<file path="src/rtl/seg_pkg.sv">
package seg_pkg;
  localparam int unsigned CODE_W  = 4;
  localparam int unsigned SEG_W   = 7;
  localparam int unsigned MAX_DIG = 9;

  typedef logic [CODE_W-1:0] code_t;
  typedef logic [SEG_W-1:0]  seg_t;

  localparam seg_t SEG_ALL_ON  = '1;
  localparam seg_t SEG_ALL_OFF = '0;
endpackage

</file>
<file path="src/rtl/bcd_code_hold.sv">
module bcd_code_hold #(
  parameter int unsigned W = seg_pkg::CODE_W
) (
  input  logic         clk_i,
  input  logic         rst_ni,
  input  logic         hold_i,
  input  logic [W-1:0] d_i,
  output logic [W-1:0] q_o
);
  always_ff @(posedge clk_i or negedge rst_ni) begin
    if (!rst_ni)      q_o <= '0;
    else if (!hold_i) q_o <= d_i;
  end
endmodule

</file>
<file path="src/rtl/bcd_seg_decode.sv">
module bcd_seg_decode
  import seg_pkg::*;
(
  input  code_t code_i,
  output seg_t  pat_o,
  output logic  legal_o,
  output logic  zero_o
);
  assign legal_o = (code_i <= code_t'(MAX_DIG));
  assign zero_o  = (code_i == '0);

  // bit 6 = a .. bit 0 = g
  always_comb begin
    unique case (code_i)
      4'd0:    pat_o = 7'b1111110;
      4'd1:    pat_o = 7'b0110000;
      4'd2:    pat_o = 7'b1101101;
      4'd3:    pat_o = 7'b1111001;
      4'd4:    pat_o = 7'b0110011;
      4'd5:    pat_o = 7'b1011011;
      4'd6:    pat_o = 7'b0011111;
      4'd7:    pat_o = 7'b1110000;
      4'd8:    pat_o = 7'b1111111;
      4'd9:    pat_o = 7'b1110011;
      default: pat_o = SEG_ALL_OFF;
    endcase
  end
endmodule

</file>
<file path="src/rtl/seg_blank_ctrl.sv">
module seg_blank_ctrl
  import seg_pkg::*;
(
  input  seg_t pat_i,
  input  logic legal_i,
  input  logic zero_i,
  input  logic lamp_test_ni,
  input  logic blank_ni,
  input  logic rb_in_i,
  output seg_t seg_o,
  output logic rb_out_o
);
  logic forced;
  logic suppress;

  assign forced   = !lamp_test_ni || !blank_ni;
  assign suppress = !legal_i || (zero_i && rb_in_i);

  always_comb begin
    if (!lamp_test_ni)             seg_o = SEG_ALL_ON;
    else if (!blank_ni || suppress) seg_o = SEG_ALL_OFF;
    else                           seg_o = pat_i;
  end

  // a forced display never passes suppression on
  assign rb_out_o = rb_in_i && zero_i && !forced;
endmodule

</file>
<file path="src/rtl/bcd_seg_slice.sv">
module bcd_seg_slice
  import seg_pkg::*;
(
  input  logic              clk_i,
  input  logic              rst_ni,
  input  logic [CODE_W-1:0] code_i,
  input  logic              hold_i,
  input  logic              lamp_test_ni,
  input  logic              blank_ni,
  input  logic              rb_in_i,
  output logic [SEG_W-1:0]  seg_o,
  output logic              rb_out_o
);
  code_t held_code;
  seg_t  pat;
  logic  legal;
  logic  zero;

  bcd_code_hold #(.W(CODE_W)) u_hold (
    .clk_i  (clk_i),
    .rst_ni (rst_ni),
    .hold_i (hold_i),
    .d_i    (code_i),
    .q_o    (held_code)
  );

  bcd_seg_decode u_dec (
    .code_i  (held_code),
    .pat_o   (pat),
    .legal_o (legal),
    .zero_o  (zero)
  );

  seg_blank_ctrl u_ctl (
    .pat_i        (pat),
    .legal_i      (legal),
    .zero_i       (zero),
    .lamp_test_ni (lamp_test_ni),
    .blank_ni     (blank_ni),
    .rb_in_i      (rb_in_i),
    .seg_o        (seg_o),
    .rb_out_o     (rb_out_o)
  );
endmodule

</file>
<file path="config.mk">
export PLATFORM = sky130hd
export DESIGN_NAME = bcd_seg_slice
export DESIGN_NICKNAME = d
export VERILOG_FILES = /design/src/rtl/seg_pkg.sv /design/src/rtl/bcd_code_hold.sv /design/src/rtl/bcd_seg_decode.sv /design/src/rtl/seg_blank_ctrl.sv /design/src/rtl/bcd_seg_slice.sv
export SDC_FILE = /design/constraint.sdc
export NUM_CORES = 1
export LEC_CHECK = 0
export BUFFER_PORTS_ARGS = -buffer_cell sky130_fd_sc_hd__buf_2
export CORE_AREA = 2 2 39 41
export DETAILED_ROUTE_END_ITERATION = 8
export DIE_AREA = 0 0 41 43
export PLACE_DENSITY = 0.7
export REMOVE_ABC_BUFFERS = 1
export SYNTH_ARGS = -nofsm -noshare
export SYNTH_HDL_FRONTEND = slang
export SYNTH_SLANG_ARGS = --single-unit
export TNS_END_PERCENT = 1
</file>
<file path="constraint.sdc">
create_clock -name clk_i -period 1.63 [get_ports clk_i]
set_input_delay 0.2445 -clock clk_i [delete_from_list [all_inputs] [get_ports clk_i]]
set_output_delay 0.2445 -clock clk_i [all_outputs]
set_load 0.02 [all_outputs]
</file>
Yosys cells after proc, flatten, opt, wreduce, memory -nomap -nowiden
Memory sizes are Yosys's and may differ from the RTL's.
Cells that the tools add are included.
{"block": "totals", "wordCells": 15, "register_bits": 4, "mem_count": 1, "romBits": 112}
{"name": "(name not given)", "words": 16, "width": 7, "rd": 1, "rd_clocked_by_memory_dff": 0, "write_ports": 0, "line_no": "bcd_seg_decode.sv:14", "text": "unique case (code_i)"}
{"block": "classes", "magnitude_cmp": 1, "n_mux": 2, "reduce_logical": 10}
{"operator": "2-to-1 mux 7 bit", "n": 2}
{"operator": "less-or-equal comparator 4 bit, second input constant", "n": 1}
{"operator": "logical NOT 1 bit", "n": 4}
{"operator": "logical NOT 4 bit", "n": 1}
{"operator": "logical OR 1 bit", "n": 3}
{"operator": "logical AND 1 bit", "n": 2}

Logic depth before layout (Yosys ltp)
Gate-level depths: netlist of the first run.
{"block": "depth", "word_depth": 6, "ltp_mapped": 6, "ltp_nobuf": 6}

Modules after synthesis
Synthesis of the first run repeated with hierarchy kept, for this count alone.
{"block": "unflattened", "cells_unflattened": 63, "area_unflattened_um2": 495.5}
{"module": "bcd_seg_decode", "cells_per_inst": 36, "area_per_inst_um2": 236.5, "seq_area_each_um2": 0.0, "n_inst": 1}
{"module": "bcd_code_hold", "cells_per_inst": 8, "area_per_inst_um2": 145.1, "seq_area_each_um2": 100.1, "n_inst": 1}
{"module": "seg_blank_ctrl", "cells_per_inst": 19, "area_per_inst_um2": 113.9, "seq_area_each_um2": 0.0, "n_inst": 1}

Least setup slack after synthesis of the first run
Ideal clock, no wire load.
{"block": "synth_path", "path_type": "register to output", "startpoint": "register u_hold.q_o[1]", "endpoint": "output seg_o[0]", "path_slack_ns": -0.169, "n_path_buf": 0, "arrival_ns": 1.554, "required_ns": 1.385, "path_stages_with_launch": 7, "cell_sequence": "dfrtp_1 inv_1 ha_1 nand2_1 nor2_1 o32a_4 o21ai_1"}
{"block": "synth_between", "elab_chain_cells": 6, "word_cells_on_any_way": 9, "classes_between": "1 x order compare; 2 x mux; 5 x reduce/logical; 1 x memory"}
{"element": "start: declaration", "line_no": "bcd_code_hold.sv:8", "text": "output logic [W-1:0] q_o"}
{"element": "start signal: assignment", "line_no": "bcd_code_hold.sv:12", "text": "else if (!hold_i) q_o <= d_i;"}
{"element": "less-or-equal comparator 4 bit / logical NOT 4 bit (equally long branches)", "line_no": "bcd_seg_decode.sv:9, bcd_seg_decode.sv:10"}
{"element": "logical NOT 1 bit / logical AND 1 bit (equally long branches)", "line_no": "seg_blank_ctrl.sv:17", "text": "assign suppress = !legal_i || (zero_i && rb_in_i);"}
{"element": "logical OR 1 bit", "line_no": "seg_blank_ctrl.sv:17"}
{"element": "logical OR 1 bit", "line_no": "seg_blank_ctrl.sv:21", "text": "else if (!blank_ni || suppress) seg_o = SEG_ALL_OFF;"}
{"element": "2-to-1 mux 7 bit (*)", "line_no": "seg_blank_ctrl.sv:21"}
{"element": "2-to-1 mux 7 bit (*)", "line_no": "seg_blank_ctrl.sv:20", "text": "if (!lamp_test_ni) seg_o = SEG_ALL_ON;"}
{"element": "end: declaration", "line_no": "bcd_seg_slice.sv:11", "text": "output logic [SEG_W-1:0] seg_o,"}
Mark *: on every way between the ends. The rest lies on a longest branch, timed or not.

Final worst setup path of the first run
{"block": "layout_path", "startpoint": "register u_hold.q_o[1]", "endpoint": "output seg_o[5]"}
The elaborated chain is that of the path after synthesis.

==> results of run 1 <==
-- layer usage --
layer | part of all wire (%) | routed length [um]
met3 | 5.2 | 56
met5 | 0 | 0
met4 | 0 | 0
met2 | 55 | 589
met1 | 40 | 430
-- report_power, final --
group | total (mW) | switching [mW] | internal, mW
Sequential | 0.128 | 0.0171 | 0.110
Clock | 0.118 | 0.0356 | 0.0820
Combinational | 0.255 | 0.129 | 0.126
Total | 0.500 | 0.182 | 0.318
-- worst paths after layout --
check | slack, ps | end
min reg2reg | 660 | u_hold.q_o[0]
min | 250 | u_hold.q_o[3]
max reg2reg | 620 | u_hold.q_o[2]
max | -190 | seg_o[5]
min in group asynchronous | 350 | u_hold.q_o[2]
max in group asynchronous | 1150 | u_hold.q_o[3]
-- what timing repair did --
action	CTS	global route
gates resized for setup	29	6
setup endpoints to repair	8	8
hold buffers	1	0
pin swaps	13	0
buffers inserted	2	0
hold endpoints to repair	4	0
-- layout make-up --
type | instances | area [um^2] | area share (%)
Clock buffer | 3 | 22.5 | 2.97
Sequential cell | 4 | 101 | 13.3
Tap cell | 16 | 20.0 | 2.64
Inverter | 5 | 21.3 | 2.80
Timing Repair Buffer | 26 | 191 | 25.2
Multi-Input combinational cell | 39 | 403 | 53.0
-- synthesized netlist by cell type --
master | count | share of area, %
ha_1 | 7 | 20
o21ai_1 | 7 | 7.9
nor2_1 | 6 | 5.1
dfrtp_1 | 4 | 23
inv_1 | 4 | 3.4
mux2_2 | 4 | 10
a211oi_1 | 2 | 3.4
a21oi_1 | 2 | 2.3
nand2_1 | 2 | 1.7
a22oi_1 | 1 | 1.7
a31oi_1 | 1 | 1.4
and2_1 | 1 | 1.4
and3_1 | 1 | 1.4
buf_2 | 1 | 1.1
buf_6 | 1 | 2.5
inv_2 | 1 | 0.84
nor2b_1 | 1 | 1.4
nor4_1 | 1 | 1.4
o2111ai_2 | 1 | 3.4
o31a_2 | 1 | 2.3
o32a_4 | 1 | 5.1
-- through the flow --
step                cells  hold WS, ps  utilization [%]
floorplan              48        -51.1                -
global placement       87         53.1             41.8
detailed placement     87         54.5             41.8
CTS                    93          238             53.3
global route           93          242             54.9
finish                 93          247             54.9
-- cells by family after synthesis --
group                      after synthesis  synth area share, %
AOI/OAI and AO/OA                       16                 27.3
DFF                                      4                 22.5
and+or+nand+nor                         12                 12.4
muxes                                    4                 10.1
buffers and inverters                    7                 7.88
adders and majority gates                7                 19.7
-- critical path: cells and delay by family, from the launching register on --
family / cells / cell delay (ps)
AO/OA/AOI/OAI: 2 / 470
flip-flops: 1 / 380
buffers and inverters: 2 / 220
adder cells (fa/ha/maj): 1 / 160
AND/OR/NAND/NOR: 2 / 120
==> impl_metrics.json, run 1 <==
{
  "max_slew.worst_pin.slew_ps": 237,
  "die-area_mm2": 0.00176,
  "wl_per_cell_um": 11.6,
  "startpoint": "u_hold.q_o[1]",
  "outcome": "finished, violations left",
  "first_iter_violations": 9,
  "gp_congestion": 0.772,
  "clkLatencyLatePin_ps": 230,
  "crit_type": "register to output pin",
  "largest_register_ffs": 4,
  "fin_crit_ps": 1820,
  "numPortBuffers": 17,
  "synth-seq-cells": 4,
  "drc": 0,
  "hold_depth": 2,
  "initial_core_util_pct": 32.1,
  "fp.dieH_um": 43,
  "place_ws_ps": -15.0,
  "power_leakage_nw": 0.336,
  "grt_util_met1_pct": 16.7,
  "busiest_layer": "met2",
  "max_stage_delay_ps": 380,
  "setup_tns_ps": -1250,
  "grt_pass1_wl_mm": 1.79,
  "seq_area_frac_synth_pct": 22.5,
  "yosys_warnings": 0,
  "top_regs": "u_hold.q_o x4",
  "pin_count": 18,
  "grt_usage_pct": 15.0,
  "clockBufferDepth": 2,
  "cp-end-kind": "output pin",
  "critPathArrivalTime_ps": 1580,
  "dp_hpwl_um": 755,
  "r2r_start": "u_hold.q_o[2]",
  "nFillCells": 130,
  "syn_avg_cell_area_um2": 8.88,
  "final_nets": 96,
  "reg2regPathDepth": 2,
  "grt_max_degree": 11,
  "gr-usage-met3_pct": 3.14,
  "area_growth_pct": 71.0,
  "path_clk_slew_ps": 40,
  "die_w_um": 41,
  "insertedDiodeCount": 0,
  "cpMaxStageDelayCell": "dfrtp_1",
  "dr_total_vias": 460,
  "hold_path.startpoint": "code_i[3]",
  "h-tree-depth": 1,
  "fmax_mhz": 549,
  "failed_checks": "negative setup slack",
  "core_area_mm2": 0.00138,
  "grtUsageMet2_pct": 25.9,
  "rsz0062_at_grt": "yes",
  "row_count": 14,
  "grt_pass1_vias": 444,
  "place_area_um2": 578,
  "layout_setup_ws_ps": -193,
  "drv_cap": 0,
  "vias_per_cell": 4.95,
  "drv_slew": 0,
  "overflow": 0,
  "skew_ps": 0,
  "antenna_found_initial": 0,
  "cts_made_buffers": 3,
  "min_path_type": "input pin to register",
  "routed_wl_mm": 1.08,
  "ys_types": 21,
  "power_density_mw_per_mm2": 658,
  "required_ps": 1390,
  "drive_gt1_share_pct": 70.1,
  "setup_viol": 8,
  "max_flop_register": "u_hold.q_o",
  "antenna_left": 0,
  "postSynthCellCount": 50,
  "max-vdd-ir-drop_uv": 481,
  "syn_area_um2": 444,
  "crit_chain": "inv_4, ha_4, nand2_2, nor2_2, o32a_4, o21ai_1, buf_4",
  "root_buffer": "clkbuf_4",
  "fin_crit_sh_pct": 112,
  "cts_sinks": 4,
  "hold_violations": 0,
  "fin_area_um2": 759,
  "critPathLaunchType": "register",
  "layout_common_cells": "buf_2, buf_4, nor2_1, o21ai_2, buf_6",
  "power_mw": 0.500,
  "max_slew_margin_pct": 84.2,
  "dr.pass1.iters": 4,
  "cp_max_fo": 5,
  "cts_tree": "done"
}
Power figures use the tool's default switching activity.
==> inputs of run 2 (changes only) <==
Settings changed: ABC_AREA set to 1, PLACE_DENSITY 0.7 to 0.74.
==> impl_metrics.json, run 2 <==
{
  "synth-seq-cells": 4,
  "power_leakage_nw": 0.402,
  "routed_wl_mm": 1.01,
  "fin_cells": 117,
  "drc": 0,
  "mostFrequentLayoutCell": "nand2_1",
  "grt_max_degree": 11,
  "drive_gt1_share_pct": 46.5,
  "critPathArrivalTime_ps": 1500,
  "root_buffer": "clkbuf_4",
  "setup_viol": 7,
  "crit_type": "register to output pin",
  "pin_count": 18,
  "insertedDiodeCount": 0,
  "path_clk_slew_ps": 40,
  "place_ws_ps": 35.6,
  "p_clk_share_pct": 25.6,
  "cp-end-kind": "output pin",
  "seq_area_frac_synth_pct": 20.3,
  "internal_power_mw": 0.294,
  "ys_top_cells_by_area": "dfrtp_1, nand2_1, ha_1",
  "final_nets": 120,
  "synth_edf_count": 0,
  "core_area_mm2": 0.00138,
  "startpoint": "u_hold.q_o[1]",
  "initial_core_util_pct": 35.6,
  "numPortBuffers": 17,
  "antenna_found_initial": 0,
  "max-vdd-ir-drop_uv": 363,
  "cts_tree": "done",
  "layout_setup_ws_ps": -119,
  "die-area_mm2": 0.00176,
  "clockBufferDepth": 2,
  "clkLatencyLatePin_ps": 230,
  "vias_per_cell": 4.44,
  "syn_avg_cell_area_um2": 6.40,
  "r2r_start": "u_hold.q_o[2]",
  "area_growth_pct": 54.8,
  "largest_register_ffs": 4,
  "p_sw_share_pct": 36.9,
  "fmax_mhz": 572,
  "cts_sinks": 4,
  "required_ps": 1390,
  "skew_ps": 0,
  "nFillCells": 129,
  "combPwrFrac_pct": 48.0,
  "row_count": 14,
  "outcome": "finished, violations left",
  "fin_crit_ps": 1750,
  "max_flop_register": "u_hold.q_o",
  "wl_per_cell_um": 8.62,
  "die_w_um": 41,
  "multi_input_area_um2": 382,
  "cts_made_buffers": 3,
  "antenna_left": 0,
  "drv_slew": 0,
  "synth_commonest_cells": "nand2_1, inv_1, a21oi_1, ha_1, nor2_1",
  "synthArstFlopShare_pct": 100,
  "grt_usage_pct": 14.0,
  "fin_crit_sh_pct": 107,
  "wl_met1_um": 398,
  "dp_hpwl_um": 794,
  "cp_max_fo": 7,
  "met3_length_um": 47,
  "failed_checks": "negative setup slack",
  "rsz0062_at_grt": "yes",
  "ys_types": 16,
  "min_path_type": "input pin to register",
  "yosysTopAreaCellShare_pct": 20.3,
  "dr_total_vias": 520,
  "regArea_um2": 100,
  "h-tree-depth": 1,
  "drv_cap": 0,
  "hold_violations": 0,
  "postSynthCellCount": 77,
  "max_slew_margin_pct": 73.8,
  "yosys.area.top_type": "dfrtp_1",
  "synthFlopType": "dfrtp_1",
  "top_regs": "u_hold.q_o x4",
  "power.switching_mw": 0.172,
  "dr.max_layer_used": "met3",
  "yosysMostFrequentCell": "nand2_1",
  "fp.dieH_um": 43,
  "first_iter_violations": 1,
  "power_density_mw_per_mm2": 610,
  "grt_pass1_wl_mm": 1.66,
  "overflow": 0,
  "dr.pass1.iters": 4,
  "critPathLaunchType": "register",
  "dp_cells": 110,
  "wl_met2_um": 562,
  "pwr-share-seq_pct": 26.4,
  "layout_common_cells": "nand2_1, buf_2, buf_6, a21oi_1, nor2_1",
  "grt_pass1_vias": 450,
  "syn_area_um2": 493,
  "hold_path.startpoint": "code_i[0]",
  "gp_congestion": 0.718,
  "max_slew.worst_pin.slew_ps": 393,
  "yosys_warnings": 0
}
## run 2: cell types whose count changed after synthesis, sizes merged, moves of 2 or more
cell	before	now
clkbuf	0	2
a211oi	2	0
nand2	2	27
nor2	6	11
mux2	4	0
o21ai	7	3
a21oi	2	9
inv	5	12
## run 2: timing repair
item	in CTS	in global routing
setup endpoints to repair	8	8
hold endpoints to repair	4	0
buffers inserted	3	0
gates resized for setup	32	4
hold buffers	1	0
pin swaps	7	3
## run 2: path summary, 6_finish.rpt
path	to	slack [ps]	cells past startpoint
worst max-delay path	seg_o[0]	-120	10
min in group asynchronous	u_hold.q_o[3]	360	2
worst max register to register	u_hold.q_o[2]	740	2
max in group asynchronous	u_hold.q_o[1]	1150	2
worst min register to register	u_hold.q_o[3]	640	2
worst min-delay path	u_hold.q_o[0]	260	3
## run 2: cells by family after synthesis
kind of cell | count (synthesis) | synth area share [%]
AND/OR/NAND/NOR | 39 | 36.0
buffers and inverters | 15 | 12.9
AO/OA/AOI/OAI | 12 | 12.9
adder cells (fa/ha/maj) | 7 | 17.8
flip-flops | 4 | 20.3
## run 2: layout make-up
type | count | share of cell area [%]
Multi-Input combinational cell | 58 | 50.0
Tap cell | 16 | 2.62
Sequential cell | 4 | 13.1
Timing Repair Buffer | 24 | 25.1
Inverter | 12 | 6.23
Clock buffer | 3 | 2.95
## run 2: power groups by stage
stage,Clock (mW),Sequential (mW),Combinational [mW]
6_report,0.119,0.123,0.223
5_1_grt,0.132,0.125,0.249
4_1_cts,0.126,0.122,0.219
3_5_place_dp,0,0.121,0.168
3_3_place_gp,0,0.121,0.165
2_1_floorplan,0,0.123,0.108
## run 2: worst max-delay path, cell delays in order, from the launching register on
cell and delay, ps:
dfrtp_1 390, inv_4 80, ha_4 160, inv_2 60, nor2_4 40, nand2_4 80, nand2_4 50, nor2_4 140
nand2_1 80, nand2_1 70, buf_6 110
## run 2: per-layer routing
layer	global-route usage, %	up-vias
li1	-	281
met1	13.4	224
met2	25.0	15
met3	3.14	0
met4	8.00	0
met5	0	-
## run 2: per-stage QoR
step	total power [mW]	area, um^2	setup TNS [ps]	hold slack [ps]	utilization (%)
finish	0.465	763	-760	257	55.2
global route	0.506	763	-1500	261	55.2
CTS	0.468	758	-836	250	54.8
detailed placement	0.289	602	0	55.0	43.5
global placement	0.285	602	0	51.6	43.5
floorplan	0.231	474	0	-51.1	-
